===== config.mk =====
export PLATFORM = sky130hd
export DESIGN_NAME = diag_status_reg
export DESIGN_NICKNAME = d
export VERILOG_FILES = /design/src/rtl/diag_stat_pkg.sv /design/src/rtl/diag_xy_window.sv /design/src/rtl/diag_sticky_cell.sv /design/src/rtl/diag_slave_field.sv /design/src/rtl/diag_status_reg.sv
export SDC_FILE = /design/constraint.sdc
export NUM_CORES = 1
export LEC_CHECK = 0
export BUFFER_PORTS_ARGS = -buffer_cell sky130_fd_sc_hd__clkbuf_2
export CAP_MARGIN = 20
export CORE_ASPECT_RATIO = 1.1
export CORE_MARGIN = 2
export CORE_UTILIZATION = 33
export DETAILED_ROUTE_END_ITERATION = 8
export GPL_ROUTABILITY_DRIVEN = 1
export PLACE_DENSITY = 0.75
export SLEW_MARGIN = 5
export SYNTH_ARGS = -nofsm -noshare
export SYNTH_HDL_FRONTEND = slang
export SYNTH_SLANG_ARGS = --single-unit

===== constraint.sdc =====
create_clock -name clk -period 1.7 [get_ports clk]
set_clock_uncertainty 0.15 [all_clocks]
set_input_delay 0.085 -clock clk [delete_from_list [all_inputs] [get_ports clk]]
set_output_delay 0.085 -clock clk [all_outputs]
set_load 0.1 [all_outputs]

===== src/rtl/diag_stat_pkg.sv =====
package diag_stat_pkg;

    localparam int WORD_W   = 16;
    localparam int NUM_ERR  = 12;
    localparam int SN_W     = 2;
    localparam int RAW_W    = 16;
    localparam int XY_LIMIT = 23230;

    localparam int ERR_RST  = 0;
    localparam int ERR_CRC  = 3;
    localparam int ERR_XY   = 6;
    localparam int LO_W     = 8;
    localparam int HI_W     = NUM_ERR - LO_W;

    typedef struct packed {
        logic              chg;
        logic [SN_W-1:0]   sn;
        logic [HI_W-1:0]   err_hi;
        logic              resv;
        logic [LO_W-1:0]   err_lo;
    } stat_word_t;

    function automatic stat_word_t pack_word(input logic chg,
                                             input logic [SN_W-1:0] sn,
                                             input logic [NUM_ERR-1:0] err);
        stat_word_t w;
        w.chg    = chg;
        w.sn     = sn;
        w.err_hi = err[NUM_ERR-1:LO_W];
        w.resv   = 1'b0;
        w.err_lo = err[LO_W-1:0];
        return w;
    endfunction

endpackage


===== src/rtl/diag_xy_window.sv =====
module diag_xy_window
    import diag_stat_pkg::*;
#(
    parameter int W     = RAW_W,
    parameter int LIMIT = XY_LIMIT
) (
    input  logic                vld_i,
    input  logic signed [W-1:0] x_i,
    input  logic signed [W-1:0] y_i,
    output logic                hit_o
);
    localparam logic signed [W-1:0] POS_LIM = LIMIT;
    localparam logic signed [W-1:0] NEG_LIM = -LIMIT;

    logic x_out, y_out;

    always_comb begin
        x_out = (x_i > POS_LIM) || (x_i < NEG_LIM);
        y_out = (y_i > POS_LIM) || (y_i < NEG_LIM);
        hit_o = vld_i && (x_out || y_out);
    end
endmodule


===== src/rtl/diag_sticky_cell.sv =====
module diag_sticky_cell #(
    parameter logic RST_VAL = 1'b0
) (
    input  logic clk,
    input  logic rst,
    input  logic set_i,
    input  logic clr_i,
    input  logic force_off_i,
    output logic q_o,
    output logic rise_o
);
    logic base;

    always_comb begin
        base   = clr_i ? 1'b0 : q_o;
        rise_o = set_i && !force_off_i && !base;
    end

    always_ff @(posedge clk) begin
        if (rst)              q_o <= RST_VAL;
        else if (force_off_i) q_o <= 1'b0;
        else                  q_o <= base | set_i;
    end

    p_hold_r2: assert property (@(posedge clk) disable iff (rst)
        (q_o && !clr_i && !force_off_i) |=> q_o);
    p_catch_r4: assert property (@(posedge clk) disable iff (rst)
        (set_i && !force_off_i) |=> q_o);
    p_clear_r3: assert property (@(posedge clk) disable iff (rst)
        (clr_i && !set_i) |=> !q_o);
    p_force_r10: assert property (@(posedge clk) disable iff (rst)
        force_off_i |=> !q_o);
endmodule


===== src/rtl/diag_slave_field.sv =====
module diag_slave_field
    import diag_stat_pkg::*;
(
    input  logic            clk,
    input  logic            rst,
    input  logic [SN_W-1:0] strap_i,
    input  logic            wr_i,
    input  logic [SN_W-1:0] wr_val_i,
    output logic [SN_W-1:0] sn_o
);
    always_ff @(posedge clk) begin
        if (rst)       sn_o <= strap_i;
        else if (wr_i) sn_o <= wr_val_i;
    end

    p_load_r7: assert property (@(posedge clk) disable iff (rst)
        wr_i |=> (sn_o == $past(wr_val_i)));
    p_keep_r7: assert property (@(posedge clk) disable iff (rst)
        !wr_i |=> $stable(sn_o));
endmodule


===== src/rtl/diag_status_reg.sv =====
module diag_status_reg
    import diag_stat_pkg::*;
(
    input  logic                    clk,
    input  logic                    rst,
    input  logic                    strap_lo_i,
    input  logic                    strap_hi_i,
    input  logic [NUM_ERR-1:0]      evt_i,
    input  logic [NUM_ERR-1:0]      mon_en_i,
    input  logic                    autocal_i,
    input  logic                    raw_vld_i,
    input  logic signed [RAW_W-1:0] raw_x_i,
    input  logic signed [RAW_W-1:0] raw_y_i,
    input  logic                    rd_i,
    input  logic                    wr_i,
    input  logic [WORD_W-1:0]       wr_data_i,
    output logic [WORD_W-1:0]       stat_o
);
    localparam int SN_LSB = LO_W + 1 + HI_W;

    logic               xy_hit;
    logic [NUM_ERR-1:0] raw_evt;
    logic [NUM_ERR-1:0] set_v;
    logic [NUM_ERR-1:0] err_q;
    logic [NUM_ERR-1:0] rise_v;
    logic [SN_W-1:0]    sn_q;
    logic               chg_q;
    stat_word_t         word;
    logic               unused_wr;

    assign unused_wr = ^{wr_data_i[WORD_W-1], wr_data_i[SN_LSB-1:0]};

    diag_xy_window #(.W(RAW_W), .LIMIT(XY_LIMIT)) u_xy (
        .vld_i (raw_vld_i),
        .x_i   (raw_x_i),
        .y_i   (raw_y_i),
        .hit_o (xy_hit)
    );

    always_comb begin
        raw_evt         = evt_i;
        raw_evt[ERR_XY] = evt_i[ERR_XY] | xy_hit;
        set_v           = raw_evt & mon_en_i;
    end

    for (genvar i = 0; i < NUM_ERR; i++) begin : g_bit
        localparam logic RV = (i == ERR_RST);
        logic force_off;
        if (i == ERR_CRC) begin : g_crc
            assign force_off = autocal_i;
        end else begin : g_plain
            assign force_off = 1'b0;
        end
        diag_sticky_cell #(.RST_VAL(RV)) u_cell (
            .clk         (clk),
            .rst         (rst),
            .set_i       (set_v[i]),
            .clr_i       (rd_i),
            .force_off_i (force_off),
            .q_o         (err_q[i]),
            .rise_o      (rise_v[i])
        );
    end

    diag_slave_field u_sn (
        .clk      (clk),
        .rst      (rst),
        .strap_i  ({strap_hi_i, strap_lo_i}),
        .wr_i     (wr_i),
        .wr_val_i (wr_data_i[SN_LSB +: SN_W]),
        .sn_o     (sn_q)
    );

    always_ff @(posedge clk) begin
        if (rst) chg_q <= 1'b1;
        else     chg_q <= (rd_i ? 1'b0 : chg_q) | (|rise_v);
    end

    always_comb begin
        word   = pack_word(chg_q, sn_q, err_q);
        stat_o = word;
    end

    p_flag_set_r6: assert property (@(posedge clk) disable iff (rst)
        (|rise_v) |=> stat_o[WORD_W-1]);
    p_flag_clr_r6: assert property (@(posedge clk) disable iff (rst)
        (rd_i && !(|rise_v)) |=> !stat_o[WORD_W-1]);
    p_mask_r5: assert property (@(posedge clk) disable iff (rst)
        (rd_i && (set_v == '0)) |=> (err_q == '0));
endmodule


==> metrics.txt, run 1 <==
outcome=complete, no violations; fraction of layout instances using a drive strength above 1=0.431; first-pass GRT wire length=5.16 mm; leading cell type in the layout, fill and taps excluded=sky130_fd_sc_hd__clkbuf_2; CP startpoint kind=flop; Cell Rows=21; number of distinct library cells after synthesis=41; initial detailed-routing violation count=41; R2R Path End=chg_q; delay of the slowest cell on the worst path=0.34 ns; total number of vias=1,368; final number of hold-violating endpoints=0; Total Wirelength=3.15 mm; layout overhead on the synthesized area=64.4%; number of iterations in the first detailed-routing pass=4; GR Util All Layers=0.177; startpoint of the most critical register-to-register path=g_bit[6].u_cell.q_o; effective utilization at floorplan=0.346; full die area=3670 µm²; global route overflow=0; path depth of the worst reg2reg path=6; crit path time final=1.70 ns; mean routed wirelength per cell=11.5 µm; class of the most critical hold timing path=input port to flop; DRC Markers=0; critical setup path kind=flop to flop; number of max-slew violations in the final report=0; multi-input gate area in the final layout=617 µm²; number of storage elements in the synthesis netlist=15; post-synthesis cell area=1050 µm²; Util after Layout=0.569; total negative slack=0 ns; total of fill cells in the finished design=308; htree depth=1; hold-critical path endpoint=g_bit[6].u_cell.q_o; capturing element type of the critical path=flop; Via-to-Cell Ratio=5.01; share of the cycle needed by the critical path after routing=0.999; via count of the first global-routing pass=1,269; cells traversed along the worst timing path=nor2b_4 > o22ai_1 > nor4_1 > nand4_1 > or3_1 > o32a_1; Static Leak=0.826 nW; instance count along the most critical hold path=3; Synthesized Nets=218; FF/Latch Area=322 µm²; most used cells in the layout excluding fill and tap cells=80 x sky130_fd_sc_hd__clkbuf_2, 25 x sky130_fd_sc_hd__nand2_1, 24 x sky130_fd_sc_hd__dlygate4sd3_1, 15 x sky130_fd_sc_hd__a21oi_1, 12 x sky130_fd_sc_hd__dfxtp_1; port bufs=80; maximum VDD drop=0.452 mV; post-synthesis sequential area ratio=0.304; async set-or-reset flop fraction in the synthesized netlist=0; worst relative slew slack=0.628; max-capacitance violation count=0; largest net degree at the start of global routing=16; number of buffers on the longest clock path=2; Setup Fix Bufs, Post-CTS=0; width of the die=57.9 µm; EDFF count, synth=2; Slew @ Worst Pin=0.561 ns; total CTS buffers=3; Final ANT Viol Nets=0; P per Cell Area=606 nW/µm²; CTS tree=done; post-CTS clock slew at the launch and capture registers of the worst setup and hold paths=0.09 ns; fmax=0.589 GHz; initial antenna violation count=0; antenna cell count=0; global placer's final weighted congestion=0.829; flip-flop cell with the highest count after synthesis=sky130_fd_sc_hd__dfxtp_1; Max Fanout on Critical Path=2; buffer cell driving the clock tree root=sky130_fd_sc_hd__clkbuf_4; master of the slowest instance on the critical path=sky130_fd_sc_hd__dfxtp_2; synthesized instance count=138; startpoint of the worst hold path=rst; clock latency on the worst-skew pair=0.29 ns; Final HPWL DP=2.36 mm; Required @ worst endpoint=1.73 ns; height of the chip=63.3 µm; power after layout=1.05 mW; sinks on the clock net=15; Post-Syn Area per Cell=7.64 µm²; area of the core region=3050 µm²; setup-violating endpoint count in the final report=0; Data arrival, critical path=1.73 ns; Synth warnings=0; Net count, final=320; Top-Level Pins=96; R2R Setup Slk=0.002 ns
## synthesized netlist by cell type (2+ instances only)
cell                        n  area, µm²
sky130_fd_sc_hd__buf_4     14        105
sky130_fd_sc_hd__nand2_1   25       93.8
sky130_fd_sc_hd__o22ai_1    4       25.0
sky130_fd_sc_hd__nand4b_1   3       26.3
sky130_fd_sc_hd__a21o_1     2       15.0
sky130_fd_sc_hd__nor2b_1    2       12.5
sky130_fd_sc_hd__and3_1     2       12.5
sky130_fd_sc_hd__inv_1      3       11.3
sky130_fd_sc_hd__o211ai_1   2       15.0
sky130_fd_sc_hd__a31oi_1    4       25.0
sky130_fd_sc_hd__edfxtp_1   2       60.1
sky130_fd_sc_hd__a211oi_1   2       15.0
sky130_fd_sc_hd__o21ai_0    3       15.0
sky130_fd_sc_hd__clkbuf_1   3       11.3
sky130_fd_sc_hd__nand4_1    5       31.3
sky130_fd_sc_hd__o32a_1     2       20.0
sky130_fd_sc_hd__nor4_1     2       12.5
sky130_fd_sc_hd__a21oi_1   15       75.1
sky130_fd_sc_hd__mux2_2     3       33.8
sky130_fd_sc_hd__nor2_1     7       26.3
sky130_fd_sc_hd__dfxtp_1   13        260
## final cells by class
| type | count | area share |
|---|---|---|
| clock buffers | 4 | 0.0152 |
| inverters | 3 | 0.00649 |
| multi-input cells | 103 | 0.356 |
| flip-flops and latches | 15 | 0.185 |
| well taps | 34 | 0.0245 |
| repair buffers | 114 | 0.413 |
## critical path, delay by kind of cell, from the launching register on
family | cells | cell delay (ns)
and+or+nand+nor | 4 | 0.85
AOI/OAI and AO/OA | 2 | 0.25
DFF | 1 | 0.34
## how the worst max path moves through the flow
| stage | depth (start not counted) | slack, ns | from | to |
|---|---|---|---|---|
| 2_1_floorplan | 6 | 0.03 | g_bit[8].u_cell.q_o | chg_q |
| 3_3_place_gp | 6 | -0.05 | g_bit[8].u_cell.q_o | chg_q |
| 3_5_place_dp | 6 | -0.06 | g_bit[8].u_cell.q_o | chg_q |
| 4_1_cts | 8 | 0.02 | mon_en_i[9] | chg_q |
| 5_1_grt | 6 | -0.02 | g_bit[6].u_cell.q_o | chg_q |
| 6_report | 6 | 0.002 | g_bit[6].u_cell.q_o | chg_q |
## cells by family (layout without fill, tap and decap cells)
kind of cell	Yosys count	after routing	share of synthesized area
multiplexers	3	3	0.0320
other	1	1	0.00356
flip-flops	15	15	0.304
AND/OR/NAND/NOR	58	58	0.288
AO/OA/AOI/OAI	41	41	0.251
buffers and inverters	20	121	0.121
## routing by layer
layer,GRT usage,wire (µm),share of wire,up-vias
met5,0,0,0,-
met4,0.0727,97,0.031,0
met3,0.0452,232,0.074,11
met2,0.301,1570,0.50,57
met1,0.206,1250,0.40,600
li1,-,-,-,700
## per-stage QoR
step           hold slack, ns  std cells  setup slack (ns)  instance area, µm²
6_report               0.0431        273           0.00240                1730
5_1_grt                0.0395        273           -0.0219                1730
4_1_cts                0.0393        273            0.0202                1730
3_5_place_dp            0.123        245           -0.0612                1460
3_3_place_gp            0.112        245           -0.0505                1460
2_1_floorplan         0.00776        138            0.0329                1050
## sequential cells by signal, summed over array words and instances, names as in the netlist
signal,flops
g_bit.u_cell.q_o,12
u_sn.sn_o,2
chg_q,1
## power by group
part	total, mW	internal, mW	switching (mW)
clock	0.209	0.0912	0.118
combinational	0.448	0.168	0.279
sequential	0.394	0.382	0.0125
total	1.05	0.641	0.409
## what timing repair did
item	in CTS	in global routing
endpoints found under the hold margin	17	0
endpoints found under the setup margin	1	1
gates cloned	0	0
hold buffers	24	0
pin swaps	3	1
gates resized for setup	3	1
No activity file was read; power rests on OpenSTA's default activity.
==> run 2, diff against run 1 <==
--- a/config.mk
+++ b/config.mk
@@ -9,10 +9,10 @@
 export CAP_MARGIN = 20
 export CORE_ASPECT_RATIO = 1.1
 export CORE_MARGIN = 2
-export CORE_UTILIZATION = 33
+export CORE_UTILIZATION = 40
 export DETAILED_ROUTE_END_ITERATION = 8
 export GPL_ROUTABILITY_DRIVEN = 1
-export PLACE_DENSITY = 0.75
+export PLACE_DENSITY = 0.85
 export SLEW_MARGIN = 5
 export SYNTH_ARGS = -nofsm -noshare
 export SYNTH_HDL_FRONTEND = slang
==> constraint.sdc (replaced) <==
create_clock -name clk -period 2 [get_ports clk]
set_clock_uncertainty 0.15 [all_clocks]
set_input_delay 0.1 -clock clk [delete_from_list [all_inputs] [get_ports clk]]
set_output_delay 0.1 -clock clk [all_outputs]
set_load 0.1 [all_outputs]
==> run 2 against run 1 <==
  * Global-route usage grew 7.0 points
  * Largest power group unchanged
  * Clock power down 17%
  * Final cell count fell by 1.1%
  * Final area grew 1.0%
  * Non-clock buffer count is the same
==> metrics.txt, run 2 (synthesized netlist as in run 1, its figures left out) <==
initial antenna violation count=0; multi-input gate area in the final layout=618 µm²; startpoint of the most critical register-to-register path=g_bit[6].u_cell.q_o; Cell Rows=19; max-capacitance violation count=0; full die area=3060 µm²; total CTS buffers=3; Worst setup startpoint=mon_en_i[7]; DRC Markers=0; wire length the detailed router placed on met1=1.21 mm; P per Cell Area=511 nW/µm²; Final ANT Viol Nets=0; Slew @ Worst Pin=0.554 ns; Final HPWL DP=2.39 mm; post-CTS clock slew at the launch and capture registers of the worst setup and hold paths=0.09 ns; antenna cell count=0; Net count, final=320; Static Leak=0.826 nW; critical setup path kind=input port to flop; FF/Latch Area=320 µm²; share of the cycle needed by the critical path after routing=0.953; global route overflow=0; via count of the first global-routing pass=1,422; area of the core region=2500 µm²; fmax=0.525 GHz; initial detailed-routing violation count=28; setup-violating endpoint count in the final report=0; outcome=complete, no violations; met2 wire length=2.05 mm; total number of vias=1,438; mean routed wirelength per cell=13.2 µm; Top-Level Pins=96; sum of met3 wire segment lengths after detailed routing=166 µm; CP startpoint kind=input port; Required @ worst endpoint=2.03 ns; final number of hold-violating endpoints=0; Total Wirelength=3.56 mm; maximum VDD drop=0.518 mV; total negative slack=0 ns; Regs by FF count=g_bit.u_cell.q_o: 12 flops, u_sn.sn_o: 2 flops, chg_q: 1 flops; class of the most critical hold timing path=input port to flop; unrepaired setup endpoints after global routing=false; Via-to-Cell Ratio=5.33; fraction of layout instances using a drive strength above 1=0.414; effective utilization at floorplan=0.423; sinks on the clock net=15; Largest register FFs=12; Top Layer Used=met4; htree depth=1; width of the die=53.0 µm; number of iterations in the first detailed-routing pass=4; CTS tree=done; crit path time final=1.91 ns; global placer's final weighted congestion=0.860; capturing element type of the critical path=flop; startpoint of the worst hold path=mon_en_i[6]; layout overhead on the synthesized area=66.1%; number of buffers on the longest clock path=2; buffer cell driving the clock tree root=sky130_fd_sc_hd__clkbuf_4; number of max-slew violations in the final report=0; first-pass GRT wire length=5.69 mm; worst relative slew slack=0.632; leading cell type in the layout, fill and taps excluded=sky130_fd_sc_hd__clkbuf_2; largest net degree at the start of global routing=16; power after layout=895 µW; largest register by flop count=g_bit.u_cell.q_o; height of the chip=57.9 µm; GR Util All Layers=0.246; total of fill cells in the finished design=212; Max Fanout on Critical Path=3; most used cells in the layout excluding fill and tap cells=79 x sky130_fd_sc_hd__clkbuf_2, 28 x sky130_fd_sc_hd__dlygate4sd3_1, 25 x sky130_fd_sc_hd__nand2_1, 15 x sky130_fd_sc_hd__a21oi_1, 13 x sky130_fd_sc_hd__dfxtp_1; Data arrival, critical path=1.94 ns; clock latency on the worst-skew pair=0.28 ns; port bufs=80
-- run 2: timing repair --
item / CTS / global route
hold buffers: 29 / 0
endpoints found under the setup margin: 0 / 2
setup buffers: 0 / 4
hold endpoints to repair: 17 / 0
resized for setup: 0 / 5
-- run 2: stage by stage --
step	setup WS [ns]	cells	cell area, µm²	utilization	hold WS, ns
global placement	0.225	234	1390	0.558	0.129
CTS	0.00655	267	1710	0.685	0.0148
floorplan	0.333	138	1050	-	0.0228
detailed placement	0.200	234	1390	0.558	0.136
global route	0.0484	270	1750	0.702	0.0337
finish	0.0939	270	1750	0.702	0.00756
-- run 2: power by group --
| part | internal, mW | total (mW) | switching [mW] |
|---|---|---|---|
| combinational | 0.143 | 0.386 | 0.242 |
| clock | 0.0775 | 0.174 | 0.0960 |
| sequential | 0.324 | 0.336 | 0.0114 |
-- run 2: per-layer routing --
metal / vias to the layer above / global-route usage
li1: 703 / -
met1: 661 / 0.250
met2: 58 / 0.479
met3: 16 / 0.0387
met4: 0 / 0.106
met5: - / 0
-- run 2: worst paths after layout --
check	to	cells after the start	slack, ns
max	chg_q	8	0.09
min	g_bit[6].u_cell.q_o	3	0.008
max reg2reg	chg_q	6	0.21
min reg2reg	g_bit[9].u_cell.q_o	2	0.33
-- run 2: area by class of cell --
class | instances | share of cell area
flip-flops and latches | 15 | 0.183
repair buffers | 114 | 0.419
clock buffers | 4 | 0.0150
multi-input cells | 103 | 0.353
well taps | 31 | 0.0221
inverters | 3 | 0.00857
-- run 2: worst max-delay path: stages --
cell and delay (ns):
sky130_fd_sc_hd__dlygate4sd3_1 0.55, sky130_fd_sc_hd__clkbuf_2 0.11, sky130_fd_sc_hd__nand2_1 0.09, sky130_fd_sc_hd__o22ai_1 0.09, sky130_fd_sc_hd__nor4_1 0.28, sky130_fd_sc_hd__nand4_1 0.15, sky130_fd_sc_hd__or3_1 0.39, sky130_fd_sc_hd__o32a_1 0.17
